===== src/rtl/bdm_pkg.sv =====
package bdm_pkg;
  typedef enum logic [1:0] {
    XMODE_OFF = 2'd0,
    XMODE_TX  = 2'd1,
    XMODE_RX  = 2'd2
  } xmode_e;

  function automatic xmode_e decode_xmode(input logic en_n, input logic dir);
    if (en_n)     return XMODE_OFF;
    else if (dir) return XMODE_TX;
    else          return XMODE_RX;
  endfunction
endpackage


===== src/rtl/bdm_rst_sync.sv =====
module bdm_rst_sync (
  input  logic clk,
  input  logic rst_n,
  output logic rst_n_o
);
  logic [1:0] sync_q, sync_d;

  always_comb sync_d = {sync_q[0], 1'b1};

  always_ff @(posedge clk or negedge rst_n) begin
    if (!rst_n) sync_q <= 2'b00;
    else        sync_q <= sync_d;
  end

  assign rst_n_o = sync_q[1];
endmodule


===== src/rtl/bdm_addr_latch.sv =====
module bdm_addr_latch #(
  parameter int W = 21
) (
  input  logic         clk,
  input  logic         rst_n,
  input  logic         le_i,
  input  logic [W-1:0] d_i,
  output logic [W-1:0] q_o
);
  logic [W-1:0] held_q, held_d;

  // load enable written out: capture while the strobe is high
  always_comb held_d = le_i ? d_i : held_q;

  always_ff @(posedge clk or negedge rst_n) begin
    if (!rst_n) held_q <= '0;
    else        held_q <= held_d;
  end

  assign q_o = le_i ? d_i : held_q;


  capture_follow_chk: assert property (@(posedge clk) disable iff (!rst_n)
    le_i |=> (held_q == $past(d_i)));


  hold_stable_chk: assert property (@(posedge clk) disable iff (!rst_n)
    (!le_i && !$past(le_i)) |-> $stable(q_o));
endmodule


===== src/rtl/bdm_xcvr.sv =====
module bdm_xcvr
  import bdm_pkg::*;
#(
  parameter int W = 16
) (
  input  logic         clk,
  input  logic         rst_n,
  input  logic         en_n_i,
  input  logic         dir_i,
  input  logic [W-1:0] cpu_i,
  output logic [W-1:0] cpu_o,
  output logic         cpu_oe,
  input  logic [W-1:0] sys_i,
  output logic [W-1:0] sys_o,
  output logic         sys_oe
);
  xmode_e mode;

  always_comb begin
    mode   = decode_xmode(en_n_i, dir_i);
    cpu_oe = 1'b0;
    sys_oe = 1'b0;
    cpu_o  = '0;
    sys_o  = '0;
    unique case (mode)
      XMODE_TX: begin
        sys_oe = 1'b1;
        sys_o  = cpu_i;
      end
      XMODE_RX: begin
        cpu_oe = 1'b1;
        cpu_o  = sys_i;
      end
      default: ;
    endcase
  end


  off_quiet_chk: assert property (@(posedge clk) disable iff (!rst_n)
    en_n_i |-> (!cpu_oe && !sys_oe));


  no_contention_chk: assert property (@(posedge clk) disable iff (!rst_n)
    !(cpu_oe && sys_oe));


  rx_drive_chk: assert property (@(posedge clk) disable iff (!rst_n)
    (!en_n_i && !dir_i) |-> (cpu_oe && !sys_oe));
endmodule


===== src/rtl/bdm_ctrl_buf.sv =====
module bdm_ctrl_buf #(
  parameter int N = 3
) (
  input  logic [N-1:0] strobe_i,
  output logic [N-1:0] strobe_o
);
  for (genvar g = 0; g < N; g++) begin : g_lane
    assign strobe_o[g] = strobe_i[g];
  end
endmodule


===== src/rtl/bus_demux_if.sv =====
module bus_demux_if #(
  parameter int DATA_W  = 16,
  parameter int UPPER_W = 4
) (
  input  logic                      clk,
  input  logic                      rst_n,
  input  logic [DATA_W-1:0]         mux_ad_i,
  output logic [DATA_W-1:0]         mux_ad_o,
  output logic                      mux_ad_oe,
  input  logic [UPPER_W-1:0]        mux_hi_i,
  input  logic                      bhe_st_i,
  input  logic                      ale_i,
  input  logic                      den_n_i,
  input  logic                      dtr_i,
  input  logic                      rd_n_i,
  input  logic                      wr_n_i,
  input  logic                      mio_i,
  output logic [DATA_W+UPPER_W-1:0] lat_addr_o,
  output logic                      lat_bhe_n_o,
  input  logic [DATA_W-1:0]         sys_d_i,
  output logic [DATA_W-1:0]         sys_d_o,
  output logic                      sys_d_oe,
  output logic                      sys_rd_n_o,
  output logic                      sys_wr_n_o,
  output logic                      sys_mio_o
);
  localparam int ADDR_W = DATA_W + UPPER_W;
  localparam int LAT_W  = ADDR_W + 1;
  localparam int CTRL_N = 3;

  logic             rst_n_s;
  logic [LAT_W-1:0] lat_d, lat_q;
  logic [CTRL_N-1:0] ctl_d, ctl_q;

  bdm_rst_sync u_rst (
    .clk    (clk),
    .rst_n  (rst_n),
    .rst_n_o(rst_n_s)
  );

  assign lat_d = {bhe_st_i, mux_hi_i, mux_ad_i};

  bdm_addr_latch #(.W(LAT_W)) u_latch (
    .clk (clk),
    .rst_n(rst_n_s),
    .le_i(ale_i),
    .d_i (lat_d),
    .q_o (lat_q)
  );

  assign lat_addr_o  = lat_q[ADDR_W-1:0];
  assign lat_bhe_n_o = lat_q[ADDR_W];

  bdm_xcvr #(.W(DATA_W)) u_xcvr (
    .clk   (clk),
    .rst_n (rst_n_s),
    .en_n_i(den_n_i),
    .dir_i (dtr_i),
    .cpu_i (mux_ad_i),
    .cpu_o (mux_ad_o),
    .cpu_oe(mux_ad_oe),
    .sys_i (sys_d_i),
    .sys_o (sys_d_o),
    .sys_oe(sys_d_oe)
  );

  assign ctl_d = {mio_i, wr_n_i, rd_n_i};

  bdm_ctrl_buf #(.N(CTRL_N)) u_ctrl (
    .strobe_i(ctl_d),
    .strobe_o(ctl_q)
  );

  assign sys_rd_n_o = ctl_q[0];
  assign sys_wr_n_o = ctl_q[1];
  assign sys_mio_o  = ctl_q[2];


  ctrl_stable_chk: assert property (@(posedge clk) disable iff (!rst_n_s)
    $stable(ctl_d) |-> $stable({sys_mio_o, sys_wr_n_o, sys_rd_n_o}));


  reset_clear_chk: assert property (@(posedge clk)
    ($rose(rst_n_s) && !ale_i) |-> (lat_addr_o == '0 && !lat_bhe_n_o));
endmodule


===== config.mk =====
export PLATFORM = sky130hd
export DESIGN_NAME = bus_demux_if
export DESIGN_NICKNAME = d
export VERILOG_FILES = /design/src/rtl/bdm_pkg.sv /design/src/rtl/bdm_rst_sync.sv /design/src/rtl/bdm_addr_latch.sv /design/src/rtl/bdm_xcvr.sv /design/src/rtl/bdm_ctrl_buf.sv /design/src/rtl/bus_demux_if.sv
export SDC_FILE = /design/constraint.sdc
export NUM_CORES = 1
export LEC_CHECK = 0
export ABC_AREA = 0
export BUFFER_PORTS_ARGS = -buffer_cell sky130_fd_sc_hd__buf_4
export CAP_MARGIN = 20
export CORE_UTILIZATION = 36
export CTS_BUF_LIST = sky130_fd_sc_hd__clkbuf_8
export DETAILED_ROUTE_END_ITERATION = 10
export GPL_ROUTABILITY_DRIVEN = 1
export GPL_TIMING_DRIVEN = 0
export HOLD_SLACK_MARGIN = 0.05
export PLACE_DENSITY = 0.79
export SLEW_MARGIN = 40
export SYNTH_ARGS = -nofsm -noshare
export SYNTH_HDL_FRONTEND = slang
export SYNTH_SLANG_ARGS = --single-unit

===== constraint.sdc =====
create_clock -name clk -period 0.8 [get_ports clk]
set_clock_uncertainty 0.05 [all_clocks]
set_input_delay 0.12 -clock clk [delete_from_list [all_inputs] [get_ports clk]]
set_output_delay 0.12 -clock clk [all_outputs]
set_load 0.05 [all_outputs]

==> out/metrics.cfg <==
[global_routing]
grt_pass1_wl_um=7220
grt_pass1_vias=1323
grt-ovfl-total=0
track_usage_pct=27.9
antenna_found_initial=0
grt_max_degree=22

[pwr]
clockPowerShare_pct=18.8
p_int_uw=2620
comb_power_share_pct=49.8
p_switching_uw=1690
pwr-share-seq_pct=31.4
p_leak_uw=0.00146
swShare_pct=39.2
p_per_area_nw_per_um2=1470
peakVddDrop_uv=1680

[die]
chipWidth_um=60.7
start_util_pct=39.3
ios=103
die_area_um2=3680
fp-row-count=20
core_area_um2=3150
fp.dieH_um=60.7

[sta]
maxSlewHeadroom_pct=65.9
hold_ws_ns=0.0430
tightest_slew_ns=0.511
fin_crit_ns=1.34
drv_slew=0
period_share_pct=168
hold_viol=0
rsz0062_at_grt=true
tns_ns=-17.62
setup_viol=74
fmax_mhz=744
layout_setup_ws_ns=-0.544

[place]
place_congestion=0.737
hpwl_um=2660
postPlaceCellArea_um2=2300
io_buffers=99
place_inst=233

[clock_tree]
cts.htree.levels=1
cts_root_buffer=clkbuf_8
cts_buffers=3
insertion_delay_ns=0.28
clk_path_buf_depth=2
path_clk_slew_ns=0.10
cts_tree=done
clock-sinks=23

[route]
wl_um=6560
dr_total_vias=1337
drcViolationCount=0
drtPass1Iterations=4
dr.first_iter.drc_count=35
antenna_left=0
drt-wirelength-per-cell_um=26.0
vias_per_cell=5.31

[worst_setup_path]
cp_max_fo=2
cp-start-kind=flop
critPathKind=flop to output port
cp_slowest_stage_delay_ns=0.42
path_cells=mux2_4 > buf_6
worstPathArrival_ns=1.17
worst_setup_path_end_kind=output port
crit_path_top_delay_cell=dfrtp_1
required_ns=0.63

[synth]
ys_types=11
ys_ff_latch=23
yosysSeqAreaShare_pct=46.5
syn_area_um2=1240
synthTopCellsByArea=dfrtp_1 46%, mux2_4 24%, and3b_1 11%, nor3b_1 9.7%, buf_4 2.4%
synth.top_cell.area_share_pct=46.5
synth_area_leader_cell=dfrtp_1
synth_nets=135
yosysWarnings=0
netlist_instances=90
avgSynthCellArea_um2=13.8

[cells_and_area]
final_layout_size_suffix_gt1_share_pct=87.0
fin_util_pct=92.9
stdcell_count=252
fin_area_um2=2930
area_delta_synth_final_pct=136
diodes=0
layout_commonest_cell=buf_6
layout_common_cells=52 x buf_6, 46 x buf_4, 22 x dfrtp_1
fin_nets=254

[flow_run]
maxCapViolations=0

[run_status]
status=finished, violations left
violations=setup timing

[min_path]
hold_path_class=input pin to flop

==> critical path, delay by kind of cell, from the launching register on <==
family,cells,cell delay [ns]
buffers and inverters,1,0.16
multiplexers,1,0.31
flip-flops,1,0.42
==> logic make-up (layout without fill, tap and decap cells) <==
group,after synthesis,after routing,synth area share (%)
buf+inv,11,129,6.26
flops,23,23,46.5
mux,21,21,25.2
other cells,1,1,0.303
simple gates,34,34,21.8
==> final cells by class <==
| type | instances | area (µm²) |
|---|---|---|
| clock buffers | 3 | 41.3 |
| repair buffers | 114 | 1300 |
| flip-flops and latches | 23 | 577 |
| clock inverters | 1 | 5.00 |
| fillers | 89 | 225 |
| well taps | 44 | 55.1 |
| multi-input cells | 56 | 801 |
| plain buffers | 11 | 151 |
==> registers in the layout (all words and copies together), names as in the netlist <==
signal / cells
u_rst.sync_q: 2
u_latch.held_q: 21
==> synth_stat cells, drive strengths merged <==
| master | number |
|---|---|
| mux2 | 21 |
| conb | 1 |
| nor2 | 1 |
| nor2b | 1 |
| buf | 11 |
| nor3b | 16 |
| and3b | 16 |
| dfrtp | 23 |
==> power by group through the flow <==
| stage | clock, µW | combinational [µW] | sequential (µW) |
|---|---|---|---|
| after detailed placement | 0 | 1660 | 1350 |
| after global routing | 849 | 2200 | 1360 |
| final | 812 | 2150 | 1350 |
| after CTS | 708 | 1970 | 1330 |
| after global placement | 0 | 1640 | 1340 |
| after floorplan | 0 | 1170 | 1330 |
==> layer usage <==
| metal | part of all wire (%) | GRT usage [%] | vias to the layer above | wire length [µm] |
|---|---|---|---|---|
| met5 | 0 | 0 | - | 0 |
| li1 | - | - | 550 | - |
| met3 | 9.5 | 8.74 | 26 | 624 |
| met2 | 51 | 49.3 | 112 | 3320 |
| met1 | 36 | 31.5 | 649 | 2350 |
| met4 | 4.0 | 10.7 | 0 | 265 |
==> worst paths after layout <==
check	from	to	slack (ns)	cells after the start
max in group asynchronous	u_rst.sync_q[1]	u_latch.held_q[9]	0.16	0
min reg2reg	u_rst.sync_q[1]	u_latch.held_q[12]	0.19	0
max	u_latch.held_q[7]	lat_addr_o[7]	-0.54	2
min	mux_hi_i[1]	u_latch.held_q[17]	0.04	2
min in group asynchronous	rst_n	u_rst.sync_q[0]	0.14	2
max reg2reg	u_latch.held_q[14]	u_latch.held_q[14]	-0.17	2
==> timing repair <==
action                                  CTS  global route
endpoints found under the hold margin     2             0
buffers inserted                          1             5
gates cloned                              8             0
endpoints found under the setup margin   97            75
hold buffers                              1             0
pin swaps                                14             3
gates resized for setup                  75            18
==> stage by stage <==
step | total power [µW] | setup slack, ns
2_1_floorplan | 2500 | -0.133
3_5_place_dp | 3010 | -0.291
3_3_place_gp | 2990 | -0.285
4_1_cts | 4000 | -0.451
5_1_grt | 4410 | -0.549
6_report | 4310 | -0.544
Note: power is estimated with default switching activity, not from simulation.
